--- src/rtl/brk_pkg.sv ---
package brk_pkg;

  typedef enum logic [1:0] {
    ACC_FETCH = 2'd0,
    ACC_LOAD  = 2'd1,
    ACC_STORE = 2'd2,
    ACC_NONE  = 2'd3
  } acc_kind_e;

  typedef enum logic [1:0] {
    REG_INDEX  = 2'd0,
    REG_CONFIG = 2'd1,
    REG_TARGET = 2'd2,
    REG_GATE   = 2'd3
  } reg_sel_e;

  localparam int CB_LOAD  = 0;
  localparam int CB_STORE = 1;
  localparam int CB_EXEC  = 2;
  localparam int CB_MMODE = 6;
  localparam int GATE_BIT = 3;
  localparam int TYPE_W   = 4;
  localparam logic [TYPE_W-1:0] TYPE_ADDR = 4'd2;
  localparam int EXC_BREAK = 3;

endpackage

--- src/rtl/brk_csr_bank.sv ---
module brk_csr_bank
  import brk_pkg::*;
#(
  parameter int XLEN  = 64,
  parameter int NTRIG = 2
) (
  input  logic             clk,
  input  logic             rst,
  input  logic             csr_we,
  input  logic [1:0]       csr_addr,
  input  logic [XLEN-1:0]  csr_wdata,
  output logic [XLEN-1:0]  csr_rdata,
  output logic [NTRIG-1:0] armed,
  output logic [NTRIG-1:0] en_load,
  output logic [NTRIG-1:0] en_store,
  output logic [NTRIG-1:0] en_exec,
  output logic [NTRIG-1:0][XLEN-1:0] target,
  output logic             gate_on
);

  localparam int SELW = (NTRIG > 1) ? $clog2(NTRIG) : 1;
  localparam logic [SELW-1:0] SEL_MAX = SELW'(NTRIG - 1);

  logic [SELW-1:0] sel_q;
  logic [NTRIG-1:0][XLEN-1:0] cfg_q;
  logic [NTRIG-1:0][XLEN-1:0] tgt_q;
  logic gate_q;
  reg_sel_e rsel;

  assign rsel = reg_sel_e'(csr_addr);

  function automatic logic [XLEN-1:0] legalize(input logic [XLEN-1:0] w);
    logic [XLEN-1:0] r;
    r = '0;
    if (w[XLEN-1 -: TYPE_W] == TYPE_ADDR) begin
      r[XLEN-1 -: TYPE_W] = TYPE_ADDR;
      r[CB_LOAD]  = w[CB_LOAD];
      r[CB_STORE] = w[CB_STORE];
      r[CB_EXEC]  = w[CB_EXEC];
      r[CB_MMODE] = w[CB_MMODE];
    end
    return r;
  endfunction

  always_ff @(posedge clk) begin
    if (rst) begin
      sel_q  <= '0;
      gate_q <= 1'b0;
    end else if (csr_we) begin
      if (rsel == REG_INDEX) begin
        if (csr_wdata >= XLEN'(NTRIG)) sel_q <= SEL_MAX;
        else sel_q <= csr_wdata[SELW-1:0];
      end
      if (rsel == REG_GATE) gate_q <= csr_wdata[GATE_BIT];
    end
  end

  for (genvar i = 0; i < NTRIG; i++) begin : g_slot
    always_ff @(posedge clk) begin
      if (rst) begin
        cfg_q[i] <= '0;
        tgt_q[i] <= '0;
      end else if (csr_we && (sel_q == SELW'(i))) begin
        if (rsel == REG_CONFIG) cfg_q[i] <= legalize(csr_wdata);
        if (rsel == REG_TARGET) tgt_q[i] <= csr_wdata;
      end
    end
    assign armed[i]    = (cfg_q[i][XLEN-1 -: TYPE_W] == TYPE_ADDR) && cfg_q[i][CB_MMODE];
    assign en_load[i]  = cfg_q[i][CB_LOAD];
    assign en_store[i] = cfg_q[i][CB_STORE];
    assign en_exec[i]  = cfg_q[i][CB_EXEC];
    assign target[i]   = tgt_q[i];
  end

  assign gate_on = gate_q;

  always_comb begin
    csr_rdata = '0;
    unique case (rsel)
      REG_INDEX:  csr_rdata = XLEN'(sel_q);
      REG_CONFIG: csr_rdata = cfg_q[sel_q];
      REG_TARGET: csr_rdata = tgt_q[sel_q];
      REG_GATE:   csr_rdata[GATE_BIT] = gate_q;
      default:    csr_rdata = '0;
    endcase
  end

endmodule

--- src/rtl/brk_addr_cmp.sv ---
module brk_addr_cmp
  import brk_pkg::*;
#(
  parameter int XLEN = 64
) (
  input  logic            armed,
  input  logic            en_load,
  input  logic            en_store,
  input  logic            en_exec,
  input  logic [XLEN-1:0] target,
  input  logic            gate_on,
  input  logic            req_valid,
  input  logic [1:0]      req_kind,
  input  logic [XLEN-1:0] req_addr,
  input  logic [XLEN-1:0] req_pc,
  output logic            hit
);

  acc_kind_e kind;
  logic kind_ok;
  logic [XLEN-1:0] probe;

  assign kind = acc_kind_e'(req_kind);

  always_comb begin
    kind_ok = 1'b0;
    probe   = req_addr;
    unique case (kind)
      ACC_FETCH: begin kind_ok = en_exec; probe = req_pc; end
      ACC_LOAD:  kind_ok = en_load;
      ACC_STORE: kind_ok = en_store;
      default:   kind_ok = 1'b0;
    endcase
  end

  assign hit = req_valid && gate_on && armed && kind_ok && (probe == target);

endmodule

--- src/rtl/brk_hit_merge.sv ---
module brk_hit_merge
  import brk_pkg::*;
#(
  parameter int XLEN  = 64,
  parameter int NTRIG = 2
) (
  input  logic [NTRIG-1:0] hits,
  input  logic [1:0]       req_kind,
  input  logic [XLEN-1:0]  req_pc,
  output logic             any_hit,
  output logic [XLEN-1:0]  cause,
  output logic [XLEN-1:0]  epc,
  output logic             blk
);

  assign any_hit = |hits;
  assign cause   = any_hit ? XLEN'(EXC_BREAK) : '0;
  assign epc     = any_hit ? req_pc : '0;
  assign blk     = any_hit && (acc_kind_e'(req_kind) == ACC_STORE);

endmodule

--- src/rtl/brk_trig_unit.sv ---
module brk_trig_unit
  import brk_pkg::*;
#(
  parameter int XLEN  = 64,
  parameter int NTRIG = 2
) (
  input  logic             clk,
  input  logic             rst,
  input  logic             csr_we,
  input  logic [1:0]       csr_addr,
  input  logic [XLEN-1:0]  csr_wdata,
  output logic [XLEN-1:0]  csr_rdata,
  input  logic             req_valid,
  input  logic [1:0]       req_kind,
  input  logic [XLEN-1:0]  req_addr,
  input  logic [XLEN-1:0]  req_pc,
  output logic             brk_hit,
  output logic [NTRIG-1:0] hit_vec,
  output logic [XLEN-1:0]  brk_cause,
  output logic [XLEN-1:0]  brk_epc,
  output logic             store_block
);

  logic [NTRIG-1:0] armed, en_load, en_store, en_exec;
  logic [NTRIG-1:0][XLEN-1:0] target;
  logic gate_on;

  brk_csr_bank #(.XLEN(XLEN), .NTRIG(NTRIG)) u_bank (
    .clk(clk), .rst(rst), .csr_we(csr_we), .csr_addr(csr_addr),
    .csr_wdata(csr_wdata), .csr_rdata(csr_rdata), .armed(armed),
    .en_load(en_load), .en_store(en_store), .en_exec(en_exec),
    .target(target), .gate_on(gate_on)
  );

  for (genvar i = 0; i < NTRIG; i++) begin : g_cmp
    brk_addr_cmp #(.XLEN(XLEN)) u_cmp (
      .armed(armed[i]), .en_load(en_load[i]), .en_store(en_store[i]),
      .en_exec(en_exec[i]), .target(target[i]), .gate_on(gate_on),
      .req_valid(req_valid), .req_kind(req_kind), .req_addr(req_addr),
      .req_pc(req_pc), .hit(hit_vec[i])
    );
  end

  brk_hit_merge #(.XLEN(XLEN), .NTRIG(NTRIG)) u_merge (
    .hits(hit_vec), .req_kind(req_kind), .req_pc(req_pc),
    .any_hit(brk_hit), .cause(brk_cause), .epc(brk_epc), .blk(store_block)
  );

endmodule

--- config.mk ---
export PLATFORM = sky130hd
export DESIGN_NAME = brk_trig_unit
export DESIGN_NICKNAME = d
export VERILOG_FILES = /design/src/rtl/brk_pkg.sv /design/src/rtl/brk_csr_bank.sv /design/src/rtl/brk_addr_cmp.sv /design/src/rtl/brk_hit_merge.sv /design/src/rtl/brk_trig_unit.sv
export SDC_FILE = /design/constraint.sdc
export NUM_CORES = 1
export LEC_CHECK = 0
export BUFFER_PORTS_ARGS = -buffer_cell sky130_fd_sc_hd__buf_2
export CORE_MARGIN = 5
export CORE_UTILIZATION = 25
export DETAILED_ROUTE_END_ITERATION = 10
export GPL_ROUTABILITY_DRIVEN = 0
export SYNTH_ARGS = -nofsm -noshare
export SYNTH_HDL_FRONTEND = slang
export SYNTH_SLANG_ARGS = --single-unit
--- constraint.sdc ---
create_clock -name clk -period 8.1 [get_ports clk]
set_clock_uncertainty 0.15 [all_clocks]
set_input_delay 2.025 -clock clk [delete_from_list [all_inputs] [get_ports clk]]
set_output_delay 2.025 -clock clk [all_outputs]
set_load 0.05 [all_outputs]
==> flow_summary.json <==
{
  "antenna_found_initial": 39,
  "synth-compound-area-share": 0.233,
  "whs_path_depth": 2,
  "post-route-drc-count": 0,
  "async_flop_share": 0,
  "crit_arrival_ns": 5.38,
  "timing.final.ws_setup_ns": 0.543,
  "power_density_mw_per_mm2": 149,
  "vias": 12400,
  "grt_max_degree": 77,
  "synth-simple-area-share": 0.221,
  "path_cells": "buf_2 > or2_4 > buf_4 > a2111oi_0 > buf_4 > o2111ai_1 > nor4_1 > nand4_1 > buf_4 > a21boi_0 > buf_2",
  "cts_resized": 0,
  "cts_buffers": 17,
  "muxShareOfSynthArea": 0.107,
  "syn-cell-area_mm2": 0.0105,
  "clockBufferDepth": 2,
  "r2r_setup_slack_ns": 4.97,
  "drt_iter0_drc": 1741,
  "worstHoldPathType": "reg2reg",
  "status": "finished clean",
  "timing.setup.tns_ns": 0,
  "cp_slowest_stage_delay_ns": 0.81,
  "final_layout_size_suffix_gt1_frac": 0.257,
  "reg2reg_to": "u_bank.target[88]",
  "p_total_w": 0.00192,
  "worst-slew-pin-transition_ns": 1.06,
  "leakagePower_nw": 5.36,
  "firstDrtPassIters": 7,
  "ant_nets": 0,
  "synthAdderAreaFrac": 0.00478,
  "routed_wl_um": 58400,
  "synth_top_area_cell": "dfxtp_1",
  "routedWlPerCell_um": 25.8,
  "crit_top_cell": "buf_4",
  "path_class": "in2out",
  "area_growth_pct": 23.3,
  "worst_hold_slack_ns": 0.323,
  "clkTransAtPathRegs_ns": 0.06,
  "seq_power_share": 0.379,
  "timing.slew.headroom": 0.273,
  "die_w_um": 215,
  "setup_violations": 0,
  "clk-insertion-delay-late_ns": 0.43,
  "synth_top_cell_area_share": 0.268,
  "met1_length_um": 21700,
  "clockRootBuffer": "clkbuf_16",
  "grt_overflow": 0,
  "post-place-ws_ns": 0.643,
  "synth_cell_types": 64,
  "synth_top_family_by_area": "compound AO/OA/AOI/OAI gates",
  "post-synth-top-count-cell": "nand2_1",
  "crit_path_end_kind": "primary output",
  "clock_sinks": 140,
  "ff2ff_path_depth": 4,
  "h-tree-depth": 4,
  "ys.flop_type": "dfxtp_1",
  "cp.required_ns": 5.93,
  "power_frac_comb": 0.213,
  "final_nets": 1902,
  "slew_viol_final": 0,
  "rsz0062_at_grt": "no",
  "synthTopCellsByArea": "dfxtp_1 (27%), nand2_1 (11%), mux2i_1 (9.6%), a21oi_1 (7.2%), buf_4 (4.8%)",
  "critPathMaxFanout": 37,
  "post-cts-setup-buffers": 0,
  "fin_crit_ns": 7.56,
  "grt_pass1_vias": 11900,
  "holdPathEnd": "u_bank.cfg_q[125]",
  "synth_xor_xnor_area_share": 0.0544,
  "cpMaxStageDelayCell": "a2111oi_0",
  "route.met2.wl_um": 24900,
  "cap_violations": 0,
  "clock.fmax_ghz": 0.132,
  "synth_common_cells": "nand2_1 (295), a21oi_1 (150), dfxtp_1 (140)",
  "synth_edf_count": 0,
  "routed_via_density": 5.46,
  "finalHoldViolCount": 0,
  "io_buffer_count": 333,
  "fin_crit_sh": 0.933,
  "highest_layer": "met5",
  "avgSynthCellArea_um2": 7.35,
  "std_cell_rows": 75,
  "reg2reg_from": "u_bank.sel_q",
  "io-pin-count": 396,
  "grt_usage": 0.238,
  "hpwl_um": 47200,
  "start_util": 0.251,
  "power.internal_w": 0.00128,
  "dieArea_mm2": 0.0460,
  "worstSetupStartpointType": "primary input",
  "ctsHoldBuffers": 0,
  "met3WireLength_um": 7120,
  "min_from": "u_bank.cfg_q[125]",
  "grt_first_pass_wirelength_um": 82300,
  "fin_util": 0.310,
  "clockPowerShare": 0.408,
  "ys_seq_elements": 140,
  "ir_worst_vdd_mv": 0.138,
  "yosysWarnings": 0,
  "swShare": 0.332,
  "ys_seq_area_frac": 0.268,
  "cts_tree": "built",
  "p_sw_w": 0.000638,
  "core-area_mm2": 0.0417,
  "syn_inst": 1424,
  "die_y_um": 215
}
-- per-stage QoR --
step	instance area (µm²)	instances
detailed placement	12300	2218
finish	12900	2266
CTS	12900	2249
global route	12900	2261
floorplan	10700	1485
global placement	12300	2218
-- worst max-delay path, delay by kind of cell --
kind                   cells  cell delay [ns]
AO/OA/AOI/OAI              3             1.16
AND/OR/NAND/NOR            3             0.87
buffers and inverters      5             1.26
-- routing by layer --
metal | up-vias | track usage
met5 | - | 0
met4 | 42 | 0.155
met3 | 276 | 0.0956
met2 | 946 | 0.361
met1 | 5704 | 0.280
li1 | 5412 | -
-- kinds of logic after synthesis --
family          Yosys count
fa+ha+maj                 4
other cells               1
compound gates          365
buf+inv                 224
mux                     110
xor+xnor                 65
flops                   140
simple gates            515
-- cell type report --
type	instances	area, µm²
well taps	539	674
fillers	4572	28800
multi-input cells	1121	6740
clock inverters	10	88.8
repair buffers	352	1810
clock buffers	21	492
flip-flops and latches	140	2810
diodes	17	42.5
inverters	66	248
-- power by group through the flow --
stage               combinational (W)  sequential [W]  clock [W]
global placement             0.000394        0.000742          0
CTS                          0.000396        0.000727   0.000786
detailed placement           0.000395        0.000742          0
finish                       0.000409        0.000729   0.000784
floorplan                    0.000262        0.000728          0
global route                 0.000425        0.000729   0.000818
-- worst max-delay path by stage --
| stage | startpoint | endpoint | slack (ns) |
|---|---|---|---|
| CTS | req_kind[0] | brk_epc[35] | 0.62 |
| global route | req_kind[0] | brk_epc[35] | 0.45 |
| floorplan | req_kind[1] | brk_epc[40] | 0.73 |
| detailed placement | req_kind[0] | brk_epc[35] | 0.64 |
| global placement | req_kind[0] | brk_epc[18] | 0.68 |
| finish | req_kind[0] | brk_epc[35] | 0.54 |
-- cell usage in the layout (no fill, tap or decap), types with 15 or more instances in the layout --
cell type,netlist,layout
a21boi_0,35,35
a21oi_1,150,150
a21oi_2,25,25
buf_2,8,332
buf_4,67,20
clkbuf_16,0,18
conb_1,1,62
dfxtp_1,140,139
diode_2,0,17
inv_1,66,66
mux2i_1,100,100
nand2_1,295,294
nand2b_1,27,27
nand3_1,20,19
nand4_1,24,24
nor2_1,72,70
nor4_1,28,28
o2111ai_1,15,15
o21ai_0,20,20
o22ai_1,23,23
xnor2_1,31,31
xor2_1,34,34
-- registers in the layout, indices dropped and copies added (netlist names) --
register	count
u_bank.cfg_q	4
u_bank.en_exec	2
u_bank.en_load	2
u_bank.en_store	2
u_bank.gate_on	1
u_bank.sel_q	1
u_bank.target	128
No activity file was read; power rests on OpenSTA's default activity.
